[src/rtl/i2c_cnt_pkg.sv]
package i2c_cnt_pkg;

    typedef struct packed {
        logic start;
        logic stop;
        logic byte_done;
    } bus_evt_t;

    typedef enum logic [1:0] {
        TC_NONE = 2'd0,
        TC_STOP = 2'd1,
        TC_HOLD = 2'd2
    } tc_kind_e;

    function automatic tc_kind_e pick_tc(input logic last, input logic stop_en);
        if (!last)
            return TC_NONE;
        return stop_en ? TC_STOP : TC_HOLD;
    endfunction

endpackage

[src/rtl/cnt_evt_gate.sv]
module cnt_evt_gate
    import i2c_cnt_pkg::*;
(
    input  logic     master_mode,
    input  bus_evt_t evt_in,
    output bus_evt_t evt_out
);
    always_comb begin
        evt_out = '0;
        if (master_mode)
            evt_out = evt_in;
    end
endmodule

[src/rtl/cnt_core.sv]
module cnt_core
    import i2c_cnt_pkg::*;
#(
    parameter int W = 16
) (
    input  logic         clk,
    input  logic         rst,
    input  bus_evt_t     evt,
    input  logic         wr_en,
    input  logic [W-1:0] wr_data,
    output logic [W-1:0] rd_data,
    output logic         last_byte
);
    localparam logic [W-1:0] ONE = W'(1);

    logic [W-1:0] saved_q;
    logic [W-1:0] work_q;
    logic         active_q;
    logic         wr_ok;
    logic [W-1:0] saved_nx;

    assign wr_ok     = wr_en && !active_q;
    assign saved_nx  = wr_ok ? wr_data : saved_q;
    assign last_byte = evt.byte_done && active_q && !evt.start && !evt.stop
                       && (work_q == ONE);
    assign rd_data   = active_q ? work_q : saved_q;

    always_ff @(posedge clk) begin
        if (rst) begin
            saved_q  <= '0;
            work_q   <= '0;
            active_q <= 1'b0;
        end else begin
            saved_q <= saved_nx;
            if (evt.start) begin
                active_q <= 1'b1;
                work_q   <= saved_nx;
            end else if (evt.stop || last_byte) begin
                active_q <= 1'b0;
                work_q   <= saved_nx;
            end else if (wr_ok) begin
                work_q <= wr_data;
            end else if (evt.byte_done && active_q) begin
                work_q <= work_q - ONE;
            end
        end
    end
endmodule

[src/rtl/cnt_term.sv]
module cnt_term
    import i2c_cnt_pkg::*;
(
    input  logic clk,
    input  logic rst,
    input  logic last_byte,
    input  logic stop_en,
    input  logic rdy_clr,
    output logic stop_req,
    output logic hold_req,
    output logic rdy
);
    tc_kind_e kind_d;
    tc_kind_e kind_q;
    logic     rdy_q;

    assign kind_d   = pick_tc(last_byte, stop_en);
    assign stop_req = (kind_q == TC_STOP);
    assign hold_req = (kind_q == TC_HOLD);
    assign rdy      = rdy_q;

    always_ff @(posedge clk) begin
        if (rst) begin
            kind_q <= TC_NONE;
            rdy_q  <= 1'b0;
        end else begin
            kind_q <= kind_d;
            if (last_byte)
                rdy_q <= 1'b1;
            else if (rdy_clr)
                rdy_q <= 1'b0;
        end
    end
endmodule

[src/rtl/i2c_xfer_counter.sv]
module i2c_xfer_counter
    import i2c_cnt_pkg::*;
#(
    parameter int W = 16
) (
    input  logic         clk,
    input  logic         rst,
    input  logic         master_mode,
    input  logic         stop_en,
    input  logic         host_wr_en,
    input  logic [W-1:0] host_wr_data,
    input  logic         host_rdy_clr,
    output logic [W-1:0] host_rd_data,
    input  logic         bus_start,
    input  logic         bus_stop,
    input  logic         byte_done,
    output logic         stop_req,
    output logic         hold_scl_req,
    output logic         rdy_flag
);
    bus_evt_t evt_raw;
    bus_evt_t evt_q;
    logic     last_byte;

    assign evt_raw = '{start: bus_start, stop: bus_stop, byte_done: byte_done};

    cnt_evt_gate u_gate (
        .master_mode (master_mode),
        .evt_in      (evt_raw),
        .evt_out     (evt_q)
    );

    cnt_core #(.W(W)) u_core (
        .clk       (clk),
        .rst       (rst),
        .evt       (evt_q),
        .wr_en     (host_wr_en),
        .wr_data   (host_wr_data),
        .rd_data   (host_rd_data),
        .last_byte (last_byte)
    );

    cnt_term u_term (
        .clk       (clk),
        .rst       (rst),
        .last_byte (last_byte),
        .stop_en   (stop_en),
        .rdy_clr   (host_rdy_clr),
        .stop_req  (stop_req),
        .hold_req  (hold_scl_req),
        .rdy       (rdy_flag)
    );
endmodule

[config.mk]
export PLATFORM = sky130hd
export DESIGN_NAME = i2c_xfer_counter
export DESIGN_NICKNAME = d
export VERILOG_FILES = /design/src/rtl/i2c_cnt_pkg.sv /design/src/rtl/cnt_evt_gate.sv /design/src/rtl/cnt_core.sv /design/src/rtl/cnt_term.sv /design/src/rtl/i2c_xfer_counter.sv
export SDC_FILE = /design/constraint.sdc
export NUM_CORES = 1
export LEC_CHECK = 0
export BUFFER_PORTS_ARGS = -buffer_cell sky130_fd_sc_hd__buf_2
export CORE_MARGIN = 4
export CORE_UTILIZATION = 45
export DETAILED_ROUTE_END_ITERATION = 8
export PLACE_DENSITY = 0.68
export SLEW_MARGIN = 20
export SYNTH_ARGS = -nofsm -noshare
export SYNTH_HDL_FRONTEND = slang
export SYNTH_SLANG_ARGS = --single-unit
[constraint.sdc]
create_clock -name clk -period 3.24 [get_ports clk]
set_clock_uncertainty 0.15 [all_clocks]
set_input_delay 0.162 -clock clk [delete_from_list [all_inputs] [get_ports clk]]
set_output_delay 0.162 -clock clk [all_outputs]
set_load 0.02 [all_outputs]
======== Word-level counts from Yosys, hierarchy flattened ========
Cells that the tools add are included.
cells by class
  $add $sub $neg .......................... 1
  multipliers ............................. 0
  div/mod/pow operators ................... 0
  $lt $le $gt $ge ......................... 0
  eq/ne operators ......................... 3
  shift-type cells ........................ 0
  muxes and demuxes ....................... 12
  bitwise logic cells ..................... 1
  reduce and logical (&&, ||, !) cells .... 13
operator list
  cell                   count
  $mux 16                6
  $eq 16x1->1 const B    1
  $sub 16x1->16 const B  1
  $logic_and 1x1->1      5
  $mux 1                 4
  $reduce_bool 2->1      2
  $reduce_bool 4->1      1
  $logic_not 1->1        3
  $mux 3                 1
  $eq 2x1->1 const B     1
  $eq 2x2->1 const B     1
  $mux 2                 1
  $reduce_or 2->1        1
  $logic_or 1x1->1       1
  $not 1->1              1
word-level totals
  bits in registers ....................... 36
  bits in latches ......................... 0
  memory bits (writable) .................. 0
  memory bits (read-only) ................. 0
  input bits .............................. 25
  output and inout port bits .............. 19
  word-level logic and storage cells ...... 35
  memories kept ........................... 0

======== Depth between registers and ports, before layout ========
  depth after elaboration ................. 8
  depth in mapped cells ................... 10
  depth with buffers taken out ............ 7

======== Hierarchy ========
A second synthesis with hierarchy kept.
unflattened totals
  cells, all modules ...................... 256
  area, all modules ....................... 2148.3 um2
by module, submodules not included
  module        instances  cells each  area each (um2)  seq. area each (um2)
  cnt_core      1          243         2008.2           660.6
  cnt_term      1          10          121.4            60.1
  cnt_evt_gate  1          3           18.8             0.0

======== Worst setup path after synthesis ========
Ideal clock, no wire load.
  path type ............................... flip-flop to flip-flop
  from .................................... register u_core.work_q[8]
  to ...................................... register u_core.work_q[14]
  library setup time ...................... 0.121 ns
  arrival time ............................ 2.066 ns
  data required time ...................... 2.969 ns
  slack ................................... 0.904 ns
  cell stages (with the launch flop) ...... 9
  buffers on the path ..................... 3
  period minus slack after synthesis ...... 2.336 ns
  path through ............................ dfxtp_1 or4_4 or4_1 buf_2 o21a_1 buf_6 buf_8 o31ai_4 a21oi_2
between the ends
  word-level cells in the longest chain between the ends .. 5
  elaborated cells on any way between the ends .. 9
  classes of those cells .................. 1 x add/sub; 1 x eq/ne; 4 x mux; 3 x reduce/logical
ends and longest elaborated chain
  what                                                 line                            RTL
  from (decl)                                          cnt_core.sv:17                  logic [W-1:0] work_q;
  from (signal assigned)                               cnt_core.sv:37                  work_q <= saved_nx;
  from (signal assigned)                               cnt_core.sv:40                  work_q <= saved_nx;
  from (signal assigned)                               cnt_core.sv:42                  work_q <= wr_data;
  $sub 16x1->16 / $eq 16x1->1 (equally long branches)  cnt_core.sv:44, cnt_core.sv:25
  $mux 16 / $logic_and 1x1->1 (equally long branches)  cnt_core.sv:43, cnt_core.sv:25
  $mux 16 / $logic_or 1x1->1 (equally long branches)   cnt_core.sv:41, cnt_core.sv:38
  $mux 16                                              cnt_core.sv:38                  end else if (evt.stop || last_byte) begin
  $mux 16                                              cnt_core.sv:35                  if (evt.start) begin
Parallel ways exist; a longest one is shown, timed or not. The select of a mux whose other input is x is not followed.
A chain may end at the register's enable or synchronous reset.

======== Worst setup path after layout ========
  from .................................... register u_core.work_q[8]
  to ...................................... register u_core.work_q[8]
Same word-level chain as after synthesis.

==> key figures <==
Clocking
  • Setup Buffers After CTS: 0
  • Worst-Skew Late Latency: 0.28 ns
  • H-tree depth: 2
  • Root Driver: clkbuf_8
  • TritonCTS Sinks: 36
  • Post-CTS sizing: 0
  • CTS tree: yes
  • Worst-path clk slew: 0.07 ns
  • Num CTS Buffers: 5
  • CTS max path bufs: 2

Critical path
  • FF-to-FF Start: u_core.work_q[8]
  • Max FO, Critical Path: 12
  • Worst-path cell chain: or4_4 -> or4_1 -> o21ai_2 -> nor4_1 -> a311o_1
  • Kind of critical path: flip-flop to flip-flop
  • Delay-heaviest family, CP: simple AND/OR/NAND/NOR gates
  • CP bufs+invs: 0
  • Crit end category: flip-flop
  • WP data required: 3.27 ns
  • CP Launch Type: flip-flop
  • CP max stage cell: or4_4
  • Crit. Startpoint: u_core.work_q[8]
  • Critical Path Stages: 5
  • Crit path largest cell delay: 0.56 ns
  • Reg2reg path depth: 5
  • Arr. time, crit path: 2.68 ns

Power and ir drop
  • Tot Pwr: 1110 µW
  • P per Cell Area: 434 nW/µm²
  • Maximum VDD drop: 0.000208 V
  • Lkg Pwr: 0.00109 µW

Place
  • Dpl cell area: 2330 µm²
  • Port bufs: 43
  • Post-DP HPWL: 3.70 mm
  • Final GP Congestion: 0.843
  • Place WS: 0.624 ns

Outcome
  • Outcome: finished, final reports clean

Drt
  • DR WL/cell: 14.9 µm
  • Post-route ant nets: 0
  • 1st-pass router iterations: 4
  • Drt initial violations: 159
  • Drt via density: 5.62
  • Total via count in the routed design: 2007
  • DRC viols: 0
  • Total Wirelength: 5.32 mm

Min path
  • Hold wc startpoint: host_wr_data[2]
  • Worst hold path class: input port to flip-flop
  • Hold path depth: 3

Die
  • Core Area: 4470 µm²
  • Die Y: 76.8 µm
  • Initial core utilization: 47.5%
  • Rows: 24
  • Die Width: 76.8 µm
  • Die area: 5890 µm²
  • Ports: 44

Finish
  • Final #Nets: 331
  • N_diodes: 0
  • Area Overhead vs Synth: 20.5%
  • Fillers: 437
  • Fin area: 2560 µm²
  • Fraction of layout instances using a drive strength above 1: 25.9%

Synth
  • Post-synth cell types: 53
  • Syn_area_per_cell: 8.41 µm²
  • Sequential fraction of the synthesis area: 33.9%
  • Commonest cells post-synth: nand2_1, dfxtp_1, a21oi_1, mux2_2, nor2_1
  • Top FF cell, synth: dfxtp_1
  • Top-count cell post-synth: nand2_1
  • FFs w/ async S/R, synth: 0%
  • Yosys reg bits: 36
  • EDFF count, synth: 0
  • Syn Inst Count: 253
  • Post-synth top area cell: dfxtp_1
  • Top cells by area, synth: dfxtp_1, mux2_2, nand2_1
  • Syn nets: 280
  • Share of the synthesized area in the top cell type: 33.9%
  • Post-Syn Area: 2130 µm²
  • Yosys Warn Count: 0

STA
  • Worst-margin pin slew: 0.757 ns
  • Post-route clock period utilization: 82.0%
  • TNS Setup: 0 ns
  • Max_slew headroom: 49.5%
  • Crit path setup slack, layout: 0.584 ns
  • Minimum clock period: 2.66 ns
  • RSZ-0062 raised after global routing: false
  • Number of hold violations in the final report: 0
  • Setup Viol. Count Final: 0
  • Fmax: 376 MHz
  • Fin. max-slew vios: 0

Global route
  • Global-route wire length before repair: 9.03 mm
  • Vias in the first global route: 1874
  • Initial antenna violation count: 0
  • Gr usage total: 18.7%
  • Largest net degree at the start of global routing: 25
  • Total gr overflow: 0

Job
  • Max-cap viol count: 0
repair_timing:
action,4_1_cts,5_1_grt
setup endpoints to repair,0,0
hold buffers,14,0
endpoints found under the hold margin,16,0
layout make-up:
| class | instances | area (µm²) | area share (%) |
|---|---|---|---|
| inverter | 2 | 7.51 | 0.293 |
| timing repair buffer | 62 | 393 | 15.3 |
| sequential | 36 | 721 | 28.1 |
| multi-input combinational | 197 | 1290 | 50.2 |
| tap | 52 | 65.1 | 2.54 |
| clock buffer | 8 | 90.1 | 3.51 |
cell families after synthesis:
| kind of cell | count (synthesis) | synth area share, % |
|---|---|---|
| AOI/OAI and AO/OA | 62 | 20.5 |
| xor gates and xnor gates | 12 | 4.94 |
| adders and majority gates | 2 | 1.18 |
| buffers and inverters | 20 | 5.59 |
| DFF | 36 | 33.9 |
| muxes | 19 | 9.88 |
| and+or+nand+nor | 102 | 24.0 |
routing by layer:
metal	global-route usage, %	share of wire [%]
met1	24.3	46
met4	5.80	1.3
met5	0	0
met3	4.22	5.4
met2	30.7	47
sequential cells by signal (all words and copies together) (netlist names):
name,count
u_core.saved_q,16
u_term.kind_q,2
u_core.work_q,16
u_term.rdy,1
u_core.active_q,1
power breakdown:
| part | total [µW] | internal [µW] | leakage [µW] | switching (µW) |
|---|---|---|---|---|
| registers | 510 | 473 | 0.000296 | 36.9 |
| clock network | 323 | 173 | 0.0000455 | 150 |
| logic | 279 | 126 | 0.000750 | 152 |
tightest hold or removal path, stage by stage:
cell     delay (ns)
buf_2          0.09
nand2_1        0.07
a21oi_1        0.06
per-stage QoR:
| stage | cells | utilization, % | hold WS [ns] |
|---|---|---|---|
| finish | 357 | 57.3 | 0.0000303 |
| global route | 357 | 57.3 | 0.0181 |
| CTS | 357 | 57.3 | 0.000542 |
| detailed placement | 335 | 52.2 | 0.194 |
| global placement | 335 | 52.2 | 0.191 |
| floorplan | 253 | - | 0.0888 |
worst paths after layout:
path / to / slack (ns)
worst max-delay path: u_core.work_q[8] / 0.58
worst min-delay path: u_core.saved_q[2] / 0.00003
worst max register to register: u_core.work_q[8] / 0.58
worst min register to register: u_core.saved_q[10] / 0.32
placed cells by master (no fill, tap or decap), types with 3 or more instances in the layout:
cell / instances
nor3_1: 5
a22o_1: 3
clkbuf_8: 6
o211ai_1: 6
o21a_1: 4
or4_1: 4
xnor2_1: 5
o21ai_0: 3
nor4_1: 7
nor2b_1: 3
dfxtp_1: 36
xor2_1: 7
nand2_1: 40
mux2_2: 16
buf_2: 43
mux2i_1: 3
nor2_1: 15
a21o_1: 3
dlygate4sd3_1: 14
buf_4: 5
nand3_1: 8
nand4b_1: 3
a21oi_1: 22
or3_1: 3
No activity file was read; power rests on OpenSTA's default activity.
